$ cat config.mk
export PLATFORM = sky130hd
export DESIGN_NAME = quad_phase_accum
export DESIGN_NICKNAME = d
export VERILOG_FILES = /design/src/rtl/qpa_pkg.sv /design/src/rtl/qpa_ctrl.sv /design/src/rtl/qpa_fold.sv /design/src/rtl/qpa_datapath.sv /design/src/rtl/quad_phase_accum.sv
export SDC_FILE = /design/constraint.sdc
export NUM_CORES = 1
export LEC_CHECK = 0
export ABC_AREA = 1
export BUFFER_PORTS_ARGS = -buffer_cell sky130_fd_sc_hd__buf_2
export CAP_MARGIN = 20
export CELL_PAD_IN_SITES_DETAIL_PLACEMENT = 1
export CELL_PAD_IN_SITES_GLOBAL_PLACEMENT = 2
export CORE_MARGIN = 5
export CORE_UTILIZATION = 29
export DETAILED_ROUTE_END_ITERATION = 16
export PLACE_DENSITY_LB_ADDON = 0.1
export SYNTH_ARGS = -nofsm -noshare
export SYNTH_HDL_FRONTEND = slang
export SYNTH_SLANG_ARGS = --single-unit
$ cat constraint.sdc
create_clock -name clk -period 1.8 [get_ports clk]
set_input_delay 0.27 -clock clk [delete_from_list [all_inputs] [get_ports clk]]
set_output_delay 0.27 -clock clk [all_outputs]
set_load 0.01 [all_outputs]
$ cat src/rtl/qpa_pkg.sv
package qpa_pkg;
  // Strobes from the load control to the phase datapath
  typedef struct packed {
    logic commit;   // copy staging word into the working frequency word
  } qpaStrobe_t;
endpackage

$ cat src/rtl/qpa_ctrl.sv
module qpa_ctrl
  import qpa_pkg::*;
#(
  parameter int FREQ_W = 14
) (
  input  logic              clk,
  input  logic              rstN,
  input  logic              serIn,
  input  logic              shiftEn,
  input  logic              setStrobe,
  output logic [FREQ_W-1:0] stageWord,
  output qpaStrobe_t        strobe
);
  logic [FREQ_W-1:0] stageReg;

  always_ff @(posedge clk) begin
    if (!rstN)        stageReg <= '0;
    else if (shiftEn) stageReg <= {stageReg[FREQ_W-2:0], serIn};
  end

  assign stageWord     = stageReg;
  assign strobe.commit = setStrobe;


  shift_in_chk: assert property (@(posedge clk) disable iff (!rstN)
    shiftEn |=> stageReg[0] == $past(serIn));


  shift_hold_chk: assert property (@(posedge clk) disable iff (!rstN)
    !shiftEn |=> $stable(stageReg));
endmodule

$ cat src/rtl/qpa_fold.sv
module qpa_fold #(
  parameter int PHASE_W = 13,
  localparam int ADDR_W = PHASE_W - 2
) (
  input  logic [PHASE_W-1:0] phaseIn,
  output logic [ADDR_W-1:0]  addr,
  output logic               neg
);
  // Second and fourth quadrants run backwards: XOR low bits with quadrant bit
  assign addr = phaseIn[ADDR_W-1:0] ^ {ADDR_W{phaseIn[ADDR_W]}};
  assign neg  = phaseIn[PHASE_W-1];
endmodule

$ cat src/rtl/qpa_datapath.sv
module qpa_datapath
  import qpa_pkg::*;
#(
  parameter int PHASE_W   = 13,
  parameter int FREQ_W    = 14,
  parameter int MAG_W     = 7,
  parameter int TABLE_LAT = 1,
  localparam int ADDR_W   = PHASE_W - 2,
  localparam int OUT_W    = MAG_W + 1
) (
  input  logic               clk,
  input  logic               rstN,
  input  qpaStrobe_t         strobe,
  input  logic [FREQ_W-1:0]  stageWord,
  input  logic [MAG_W-1:0]   sinMag,
  input  logic [MAG_W-1:0]   cosMag,
  output logic [PHASE_W-1:0] phase,
  output logic [ADDR_W-1:0]  sinAddr,
  output logic [ADDR_W-1:0]  cosAddr,
  output logic [OUT_W-1:0]   sinSample,
  output logic [OUT_W-1:0]   cosSample
);
  logic [FREQ_W-1:0]  freqReg;
  logic [PHASE_W-1:0] phaseReg;

  always_ff @(posedge clk) begin
    if (!rstN)              freqReg <= '0;
    else if (strobe.commit) freqReg <= stageWord;
  end

  always_ff @(posedge clk) begin
    if (!rstN) phaseReg <= '0;
    else       phaseReg <= phaseReg + freqReg[PHASE_W-1:0];
  end

  assign phase = phaseReg;

  // Per-channel views: index 0 sine, index 1 cosine (quarter period ahead)
  logic [PHASE_W-1:0] chanPhase  [2];
  logic [MAG_W-1:0]   chanMag    [2];
  logic [ADDR_W-1:0]  chanAddr   [2];
  logic [OUT_W-1:0]   chanSample [2];

  assign chanPhase[0] = phaseReg;
  assign chanPhase[1] = {phaseReg[PHASE_W-1] ^ phaseReg[PHASE_W-2],
                         ~phaseReg[PHASE_W-2], phaseReg[PHASE_W-3:0]};
  assign chanMag[0]   = sinMag;
  assign chanMag[1]   = cosMag;

  for (genvar ch = 0; ch < 2; ch++) begin : g_chan
    logic             neg;
    logic             negD;
    logic [OUT_W-1:0] ext;
    logic [OUT_W-1:0] sampleReg;

    qpa_fold #(.PHASE_W(PHASE_W)) u_fold (
      .phaseIn(chanPhase[ch]),
      .addr   (chanAddr[ch]),
      .neg    (neg)
    );

    // Sign flag follows the table read latency
    if (TABLE_LAT == 0) begin : g_lat0
      assign negD = neg;
    end else if (TABLE_LAT == 1) begin : g_lat1
      logic negR;
      always_ff @(posedge clk) begin
        if (!rstN) negR <= 1'b0;
        else       negR <= neg;
      end
      assign negD = negR;
    end else begin : g_latN
      logic [TABLE_LAT-1:0] negPipe;
      always_ff @(posedge clk) begin
        if (!rstN) negPipe <= '0;
        else       negPipe <= {negPipe[TABLE_LAT-2:0], neg};
      end
      assign negD = negPipe[TABLE_LAT-1];
    end

    assign ext = {1'b0, chanMag[ch]};

    always_ff @(posedge clk) begin
      if (!rstN) sampleReg <= '0;
      else       sampleReg <= negD ? (~ext + 1'b1) : ext;
    end

    assign chanSample[ch] = sampleReg;


    sample_mag_chk: assert property (@(posedge clk) disable iff (!rstN)
      1'b1 |=> (sampleReg[OUT_W-1] ? (~sampleReg + 1'b1) : sampleReg)
               == {1'b0, $past(chanMag[ch])});
  end

  assign sinAddr   = chanAddr[0];
  assign cosAddr   = chanAddr[1];
  assign sinSample = chanSample[0];
  assign cosSample = chanSample[1];


  freq_hold_chk: assert property (@(posedge clk) disable iff (!rstN)
    !strobe.commit |=> $stable(freqReg));


  freq_load_chk: assert property (@(posedge clk) disable iff (!rstN)
    strobe.commit |=> freqReg == $past(stageWord));


  quad_offset_chk: assert property (@(posedge clk) disable iff (!rstN)
    (sinAddr ^ cosAddr) == {ADDR_W{1'b1}});
endmodule

$ cat src/rtl/quad_phase_accum.sv
module quad_phase_accum
  import qpa_pkg::*;
#(
  parameter int PHASE_W   = 13,
  parameter int FREQ_W    = 14,
  parameter int MAG_W     = 7,
  parameter int TABLE_LAT = 1,
  localparam int ADDR_W   = PHASE_W - 2,
  localparam int OUT_W    = MAG_W + 1
) (
  input  logic               clk,
  input  logic               rstN,
  input  logic               serIn,
  input  logic               shiftEn,
  input  logic               setStrobe,
  input  logic [MAG_W-1:0]   sinMag,
  input  logic [MAG_W-1:0]   cosMag,
  output logic [PHASE_W-1:0] phase,
  output logic [ADDR_W-1:0]  sinAddr,
  output logic [ADDR_W-1:0]  cosAddr,
  output logic [OUT_W-1:0]   sinSample,
  output logic [OUT_W-1:0]   cosSample
);
  logic [FREQ_W-1:0] stageWord;
  qpaStrobe_t        strobe;

  qpa_ctrl #(.FREQ_W(FREQ_W)) u_ctrl (
    .clk      (clk),
    .rstN     (rstN),
    .serIn    (serIn),
    .shiftEn  (shiftEn),
    .setStrobe(setStrobe),
    .stageWord(stageWord),
    .strobe   (strobe)
  );

  qpa_datapath #(
    .PHASE_W  (PHASE_W),
    .FREQ_W   (FREQ_W),
    .MAG_W    (MAG_W),
    .TABLE_LAT(TABLE_LAT)
  ) u_dp (
    .clk      (clk),
    .rstN     (rstN),
    .strobe   (strobe),
    .stageWord(stageWord),
    .sinMag   (sinMag),
    .cosMag   (cosMag),
    .phase    (phase),
    .sinAddr  (sinAddr),
    .cosAddr  (cosAddr),
    .sinSample(sinSample),
    .cosSample(cosSample)
  );
endmodule

Word level (Yosys, flattened, before mapping)
Cells that the tools add are included.
{"block": "word_totals", "ff_bits": 57, "input_bits": 19, "out_inout_bits": 51}
{"block": "classes", "n_addsub": 3, "n_mux": 2, "bitwise": 6, "n_reduce_logical": 2}
{"operator": "XOR 11 bit", "n": 2}
{"operator": "adder 8 x 1 -> 8 bit, second input constant", "n": 2}
{"operator": "NOT 7 -> 8 bit", "n": 2}
{"operator": "two-way mux 7 bit", "n": 2}
{"operator": "adder 13 bit", "n": 1}
{"operator": "AND reduction 2 bit", "n": 2}
{"operator": "NOT 1 bit", "n": 1}
{"operator": "XOR 1 bit", "n": 1}

Logic depth before layout (Yosys ltp)
Gate-level depths: netlist (run 1).
{"block": "depth", "ltp_word": 3, "depth_mapped": 10}

By module
From an unflattened synthesis (run 1), not the netlist that was laid out.
{"block": "hier_totals", "hier_cells": 516, "hier_area_um2": 3304.4}
{"mod": "qpa_datapath", "n_inst": 1, "cells_each": 331, "area_each_um2": 2288.4, "seq_area_each_um2": 880.8}
{"mod": "qpa_ctrl", "n_inst": 1, "cells_each": 89, "area_each_um2": 625.6, "seq_area_each_um2": 280.3}
{"mod": "qpa_fold", "n_inst": 2, "cells_each": 48, "area_each_um2": 195.2, "seq_area_each_um2": 0.0}

Least setup slack after synthesis (run 1)
No wires, ideal clock.
{"block": "synth_path", "path_kind": "reg-to-reg", "startpoint": "reg u_dp.phaseReg[0], in the netlist u_dp.phase[0]", "endpoint": "reg u_dp.phaseReg[6], in the netlist u_dp.phase[6]", "setup_time_ns": 0.121, "arrival_time_ns": 1.454, "t_required_ns": 1.679, "slack_ns": 0.225, "path_stages_with_launch": 9, "n_path_buf": 0, "path_cell_list": "dfxtp_1 -> ha_1 -> fa_1 -> nand3_1 -> nand3_2 -> nand2_1 -> nand2_1 -> o21ai_1 -> a21oi_1"}
{"block": "synth_via", "elab_chain_len": 1}
{"item": "from (decl)", "line": "qpa_datapath.sv:24", "rtl": "logic [PHASE_W-1:0] phaseReg;"}
{"item": "from (signal assigned)", "line": "qpa_datapath.sv:33", "rtl": "else phaseReg <= phaseReg + freqReg[PHASE_W-1:0];"}
{"item": "adder 13 bit", "line": "qpa_datapath.sv:33"}
Every way passes these cells.
A chain may end at the register's enable or synchronous reset.

Worst setup path after layout (run 1)
{"block": "layout_path", "startpoint": "reg u_dp.phaseReg[0], in the netlist u_dp.phase[0]", "endpoint": "reg u_dp.phaseReg[12], in the netlist u_dp.phase[12]"}
Same word-level chain as after synthesis.

==> impl_metrics.csv, run 1 <==
group,metric,value,unit
cts,clk_pin_slew,0.08,ns
yosys,syn_area,2810,sq um
power_and_ir_drop,intPower,0.00221,W
worst_setup_path,worstPathMaxFanout,5,
layout,syn_to_final_growth,24.4,%
route,wl_per_cell,13.2,microns
timing,fin_crit,1.63,ns
worst_setup_path,worstSetupStartpointType,"register",
cts,cts_sinks,57,
worst_setup_path,cp.arrival,1.91,ns
global_routing,gr-usage-all-layers,14.6,%
floorplanning,num_rows,35,
layout,nNetsFinal,506,
layout,fill_cells,1232,
floorplanning,fp.dieW,108,microns
yosys,ys_types,22,
timing,setup-tns-final,0,ns
worst_setup_path,endpoint_kind,"register",
cts,clk_path_buf_depth,2,
power_and_ir_drop,p_seq_share,42.8,%
placement,port_buffers,69,
timing,rsz0062_at_grt,"no",
timing,tightest_slew,0.404,ns
floorplanning,die_h,108,microns
cts,cts_tree,"done",
timing,slew_violations,0,
worst_setup_path,crit_top_cell,"nand3_1",
yosys,synth-seq-cells,57,
worst_setup_path,max_stage_delay,0.39,ns
layout,drive_gt1_share,21.0,%
route,post_drt_via_cell_ratio,4.37,
floorplanning,coreArea,9330,sq um
yosys,yosysSeqAreaShare,40.7,%
power_and_ir_drop,finalPower,0.00336,W
power_and_ir_drop,p_clk_share,33.7,%
global_routing,grt_antenna_before_repair,0,
timing,relSlewSlack,73.0,%
floorplanning,initial_core_util,30.1,%
route,totalWireLength,7970,microns
global_routing,grt_overflow,0,
worst_setup_path,critPathTopFamily,"adder cells",
global_routing,grt_max_degree,21,
yosys,avgSynthCellArea,7.07,sq um
cts,cts-buffers-inserted,9,
yosys,netlist_instances,397,
timing,fmax,0.614,GHz
route,firstDrtPassIters,4,
layout,n_antenna_cell,0,
global_routing,first_global_vias,2729,
cts,cts-htree-levels,3,
placement,hpwl,6360,microns
power_and_ir_drop,cellLeakagePower,1.90,nW
power_and_ir_drop,combPwrFrac,23.5,%
power_and_ir_drop,vdd_drop_max,0.489,mV
yosys,synth_nets,431,
route,ant_nets,0,
route,num_vias,2650,
power_and_ir_drop,swShare,34.3,%
route,drcViolationCount,0,
run_status,status,"finished, final reports clean",
worst_setup_path,worst-setup-path-type,"register to register",
cts,worstSkewPairLatency,0.34,ns
worst_setup_path,path_cells,"ha_1 > fa_2 > nand3_1 > nand3_2 > nand3_1 > nand3_1 > nand2_1 > inv_1 > nor2_1",
hold_path,hold_path_class,"primary input to register",
route,drt_iter0_drc,49,
cts,ctsHoldBuffers,0,
timing,hold_viol_final,0,
timing,final-setup-viol-count,0,
floorplanning,fp.dieArea,11700,sq um
power_and_ir_drop,p_sw,0.00115,W
worst_setup_path,critPathSlowestCell,"fa_2",
timing,skew,0.0121,ns
placement,gp_congestion,0.798,
worst_setup_path,required,2.08,ns
timing,fin_crit_sh,90.5,%
global_routing,grt_pass1_wl,13400,microns
worst_setup_path,cp_num_buf_inv,1,
floorplanning,pin_count,70,
cts,cts_root_buf,"clkbuf_8",
power_and_ir_drop,power_density,964,nW/um^2
yosys,yosysWarnings,0,
flow_run,cap_violations,0,
layout by cell type, fill, tap and decap left out:
master / count
nor2_1: 72
buf_2: 69
nand2_1: 67
inv_1: 64
dfxtp_1: 57
o21ai_0: 36
a21oi_1: 19
xnor2_1: 14
nand3_1: 14
ha_1: 14
nor3_1: 10
clkbuf_8: 9
buf_4: 6
nand3_2: 4
nand4_1: 4
inv_6: 3
o21a_1: 2
a311oi_1: 2
nand2_2: 2
o21ai_1: 2
clkinvlp_4: 2
inv_2: 1
a21oi_2: 1
fa_2: 1
inv_8: 1
clkinv_4: 1
state kept, by name, indices dropped and copies added, names as in the netlist:
register	count
u_dp.freqReg	13
u_ctrl.stageWord	13
u_dp.g_chan.g_lat1.negR	2
u_dp.cosSample	8
u_dp.sinSample	8
u_dp.phase	13
cells in the mapped netlist:
master	number	area (sq um)
a21oi_1	19	95.1
a21oi_2	1	8.76
a311oi_1	2	17.5
buf_2	3	15.0
buf_4	3	22.5
clkbuf_1	5	18.8
dfxtp_1	57	1140
fa_1	1	20.0
ha_1	14	175
inv_1	64	240
inv_2	1	3.75
nand2_1	67	251
nand2_2	2	12.5
nand3_1	14	70.1
nand3_2	4	40.0
nand4_1	4	25.0
nor2_1	72	270
nor3_1	10	50.1
o21a_1	2	15.0
o21ai_0	36	180
o21ai_1	2	10.0
xnor2_1	14	123
repair_timing:
item                       CTS  global route
resized for setup            0             1
setup endpoints to repair    0             3
buffers inserted             0             0
hold endpoints to repair     0             0
worst paths after layout:
path	slack, ns	start	cells past startpoint	end
worst min register to register	0.51	u_dp.freqReg[0]$_SDFFE_PN0P_	2	u_dp.freqReg[0]$_SDFFE_PN0P_
worst max-delay path	0.17	u_dp.phase[0]$_SDFF_PN0_	9	u_dp.phase[12]$_SDFF_PN0_
worst max register to register	0.17	u_dp.phase[0]$_SDFF_PN0_	9	u_dp.phase[12]$_SDFF_PN0_
worst min-delay path	0.12	sinMag[4]	2	u_dp.sinSample[4]$_SDFF_PN0_
power groups by stage:
stage / sequential [W] / combinational (W) / clock, W
after floorplan: 0.00149 / 0.000466 / 0
after global placement: 0.00147 / 0.000798 / 0
after detailed placement: 0.00147 / 0.000805 / 0
after CTS: 0.00144 / 0.000809 / 0.00119
after global routing: 0.00146 / 0.000895 / 0.00124
final: 0.00144 / 0.000789 / 0.00113
worst register-to-register path: cells and delay by family (launching register included):
| family | cells | cell delay (ns) |
|---|---|---|
| fa+ha+maj | 2 | 0.64 |
| flops | 1 | 0.33 |
| simple gates | 6 | 0.56 |
| buf+inv | 1 | 0.03 |
cells by family after synthesis:
| group | Yosys count | share of synthesized area, % |
|---|---|---|
| AND/OR/NAND/NOR | 173 | 25.6 |
| flip-flops | 57 | 40.7 |
| XOR/XNOR | 14 | 4.37 |
| buffers and inverters | 76 | 10.7 |
| AO/OA/AOI/OAI | 62 | 11.6 |
| adder cells (fa/ha/maj) | 15 | 6.96 |
final cells by class:
| class | instances | area [sq um] | share of cell area, % |
|---|---|---|---|
| clock inverters | 7 | 61.3 | 1.76 |
| flip-flops and latches | 57 | 1140 | 32.7 |
| repair buffers | 75 | 390 | 11.2 |
| multi-input cells | 264 | 1370 | 39.2 |
| well taps | 129 | 161 | 4.63 |
| inverters | 65 | 244 | 6.99 |
| clock buffers | 9 | 124 | 3.55 |
metal layers:
layer | up-vias | wire [microns] | GRT usage (%)
li1 | 1397 | - | -
met1 | 1210 | 3890 | 18.8
met2 | 36 | 3710 | 24.1
met3 | 7 | 298 | 4.06
met4 | 0 | 70 | 3.79
met5 | - | 0 | 0
through the flow:
| stage | utilization [%] | hold slack (ns) | cell area (sq um) | worst slack, ns | instances |
|---|---|---|---|---|---|
| 2_1_floorplan | - | 0.359 | 2810 | 0.225 | 397 |
| 4_1_cts | 37.4 | 0.107 | 3490 | 0.0945 | 606 |
| 3_3_place_gp | 35.4 | 0.472 | 3300 | 0.162 | 590 |
| 5_1_grt | 37.4 | 0.111 | 3490 | 0.0221 | 606 |
| 3_5_place_dp | 35.4 | 0.477 | 3300 | 0.109 | 590 |
| 6_report | 37.4 | 0.124 | 3490 | 0.171 | 606 |
No activity file was read; power rests on OpenSTA's default activity.
==> run 2, diff against run 1 <==
ABC_AREA = 0   (was 1)
CORE_UTILIZATION = 32   (was 29)
==> impl_metrics.csv, run 2 <==
group,metric,value,unit
cts,clk_path_buf_depth,2,
power_and_ir_drop,p_clk_share,45.1,%
power_and_ir_drop,intPower,0.00207,W
yosys,synth_edf_count,0,
timing,hold_viol_final,0,
route,drcViolationCount,0,
floorplanning,fp.dieArea,10600,sq um
timing,finalWorstSetupSlack,-0.0167,ns
layout,n_antenna_cell,0,
yosys,synth_most_common_cell,"dfxtp_1",
route,wl_per_cell,13.3,microns
yosys,synth_nets,315,
yosys,synthTopCellsByCount,"57 x dfxtp_1, 32 x mux2i_1, 30 x nor2b_1",
layout,mostFrequentLayoutCell,"buf_2",
cts,clk_pin_slew,0.07,ns
worst_setup_path,worstSetupStartpointType,"register",
route,ant_nets,0,
global_routing,first_global_vias,2132,
yosys,synthTopCellsByArea,"dfxtp_1 41%, mux2i_1 12%, xnor2_1 7.0%",
timing,rsz0062_at_grt,"yes",
cts,cts_root_buf,"clkbuf_8",
power_and_ir_drop,power_density,731,nW/um^2
layout,drive_gt1_share,34.0,%
placement,gp_congestion,0.724,
yosys,async_reset_ff_share,0,%
timing,fmax,0.550,GHz
placement,dpl.cell_count,463,
worst_setup_path,worstPathMaxFanout,3,
timing,slew_violations,0,
power_and_ir_drop,p_sw,0.000596,W
worst_setup_path,endpoint_kind,"register",
floorplanning,pin_count,70,
floorplanning,fp.dieW,103,microns
run_status,violations,"negative setup slack",
route,totalWireLength,6400,microns
timing,fin_crit,1.82,ns
cts,cts_sinks,57,
placement,hpwl,4670,microns
yosys,netlist_instances,281,
yosys,ys_types,37,
power_and_ir_drop,finalPower,0.00267,W
run_status,status,"finished, violations left",
cts,cts-buffers-inserted,9,
worst_setup_path,critPathSlowestCell,"fa_2",
global_routing,grt_max_degree,63,
layout,final_cell_mix,"69 x buf_2, 51 x dfxtp_1, 32 x mux2i_1",
hold_path,holdPathStages,2,
cts,cts_tree,"done",
floorplanning,initial_core_util,33.2,%
floorplanning,die_h,103,microns
yosys,synth_ff_type,"dfxtp_1",
yosys,avgSynthCellArea,9.79,sq um
timing,fin_crit_sh,101,%
worst_setup_path,worst-setup-path-type,"register to register",
power_and_ir_drop,swShare,22.3,%
yosys,yosysSeqAreaShare,41.5,%
route,post_drt_via_cell_ratio,4.50,
power_and_ir_drop,combPwrFrac,6.5,%
timing,skew,0.0103,ns
global_routing,grt_pass1_wl,10600,microns
cts,cts-htree-levels,3,
flow_run,cap_violations,0,
yosys,syn_area,2750,sq um
global_routing,grt_overflow,0,
worst_setup_path,required,2.02,ns
power_and_ir_drop,p_seq_share,48.4,%
hold_path,hold_path_class,"primary input to register",
global_routing,gr-usage-all-layers,13.0,%
route,num_vias,2163,
route,drt_iter0_drc,46,
power_and_ir_drop,vdd_drop_max,0.328,mV
floorplanning,coreArea,8300,sq um
timing,relSlewSlack,74.1,%
yosys,synth_top_area_cell,"dfxtp_1",
route,firstDrtPassIters,4,
floorplanning,num_rows,33,
worst_setup_path,max_stage_delay,0.34,ns
layout,fill_cells,988,
worst_setup_path,cp.arrival,2.04,ns
placement,port_buffers,69,
worst_setup_path,rr_worst_depth,7,
layout,finalNonFillerCells,481,
timing,final-setup-viol-count,1,
cts,worstSkewPairLatency,0.33,ns
yosys,yosysWarnings,0,
layout,nNetsFinal,406,
yosys,synth_top_cell_area_share,41.5,%
power_and_ir_drop,cellLeakagePower,1.83,nW
timing,tightest_slew,0.389,ns
worst_setup_path,path_cells,"ha_4 > fa_2 > a21o_1 > nand4_1 > a211oi_2 > or3_1 > and3_1",
global_routing,grt_antenna_before_repair,0,
yosys,synth-seq-cells,57,
layout,syn_to_final_growth,32.7,%
-- run 2: kinds of logic (layout without fill, tap and decap cells) --
logic type | Yosys count | after routing | synth area share, %
and+or+nand+nor | 82 | 82 | 17.6
DFF | 57 | 57 | 41.5
AOI/OAI and AO/OA | 38 | 38 | 9.28
muxes | 32 | 32 | 11.6
buffers and inverters | 32 | 127 | 4.91
xor gates and xnor gates | 25 | 25 | 7.96
adders and majority gates | 15 | 15 | 7.09
-- run 2: worst paths after layout --
kind / from / end / slack [ns]
max: u_dp.phase[0]$_SDFF_PN0_ / u_dp.phase[12]$_SDFF_PN0_ / -0.02
min: sinMag[0] / u_dp.sinSample[0]$_SDFF_PN0_ / 0.17
max reg2reg: u_dp.phase[0]$_SDFF_PN0_ / u_dp.phase[12]$_SDFF_PN0_ / -0.02
min reg2reg: u_ctrl.stageWord[12]$_SDFFE_PN0P_ / u_ctrl.stageWord[12]$_SDFFE_PN0P_ / 0.51
-- run 2: routing by layer --
layer  up-vias  global-route usage (%)  part of all wire (%)
met5         -                       0                     0
met3         2                    3.99                   5.4
met4         0                    4.84                  0.67
met2        44                    19.5                    44
li1       1122                       -                     -
met1       995                    17.4                    50
-- run 2: power by group through the flow --
stage          clock, W  combinational, W  sequential, W
4_1_cts         0.00125          0.000178        0.00129
2_1_floorplan         0         0.0000915        0.00133
5_1_grt         0.00133          0.000193        0.00130
3_3_place_gp          0          0.000175        0.00132
6_report        0.00120          0.000173        0.00129
3_5_place_dp          0          0.000178        0.00132
-- run 2: what timing repair did --
item | CTS | global route
hold buffers | 0 | 0
resized for setup | 9 | 6
pin swaps | 9 | 2
endpoints found under the setup margin | 5 | 7
buffers inserted | 1 | 2
-- run 2: area by class of cell --
cell class              count  area [sq um]  share of cell area [%]
repair buffers             94           546                    14.9
inverters                  18          67.6                    1.85
clock inverters             3          40.0                    1.10
multi-input cells         192          1560                    42.8
well taps                 105           131                    3.60
flip-flops and latches     57          1150                    31.4
clock buffers              12           155                    4.25
-- run 2: through the flow --
stage | TNS, ns | utilization [%] | area [sq um] | hold WS (ns) | setup slack, ns
finish | -0.0167 | 44.0 | 3650 | 0.172 | -0.0167
floorplan | -0.0493 | - | 2770 | 0.392 | -0.0493
detailed placement | -0.443 | 40.5 | 3360 | 0.504 | -0.157
CTS | -0.0553 | 43.5 | 3610 | 0.155 | -0.0553
global route | -0.338 | 44.0 | 3650 | 0.162 | -0.0859
global placement | -0.144 | 40.5 | 3360 | 0.499 | -0.0775
-- run 2: critical path, delay by kind of cell (launching register included) --
family / cells / cell delay, ns
AND/OR/NAND/NOR: 3 / 0.60
adder cells (fa/ha/maj): 2 / 0.50
flip-flops: 1 / 0.33
AO/OA/AOI/OAI: 2 / 0.28
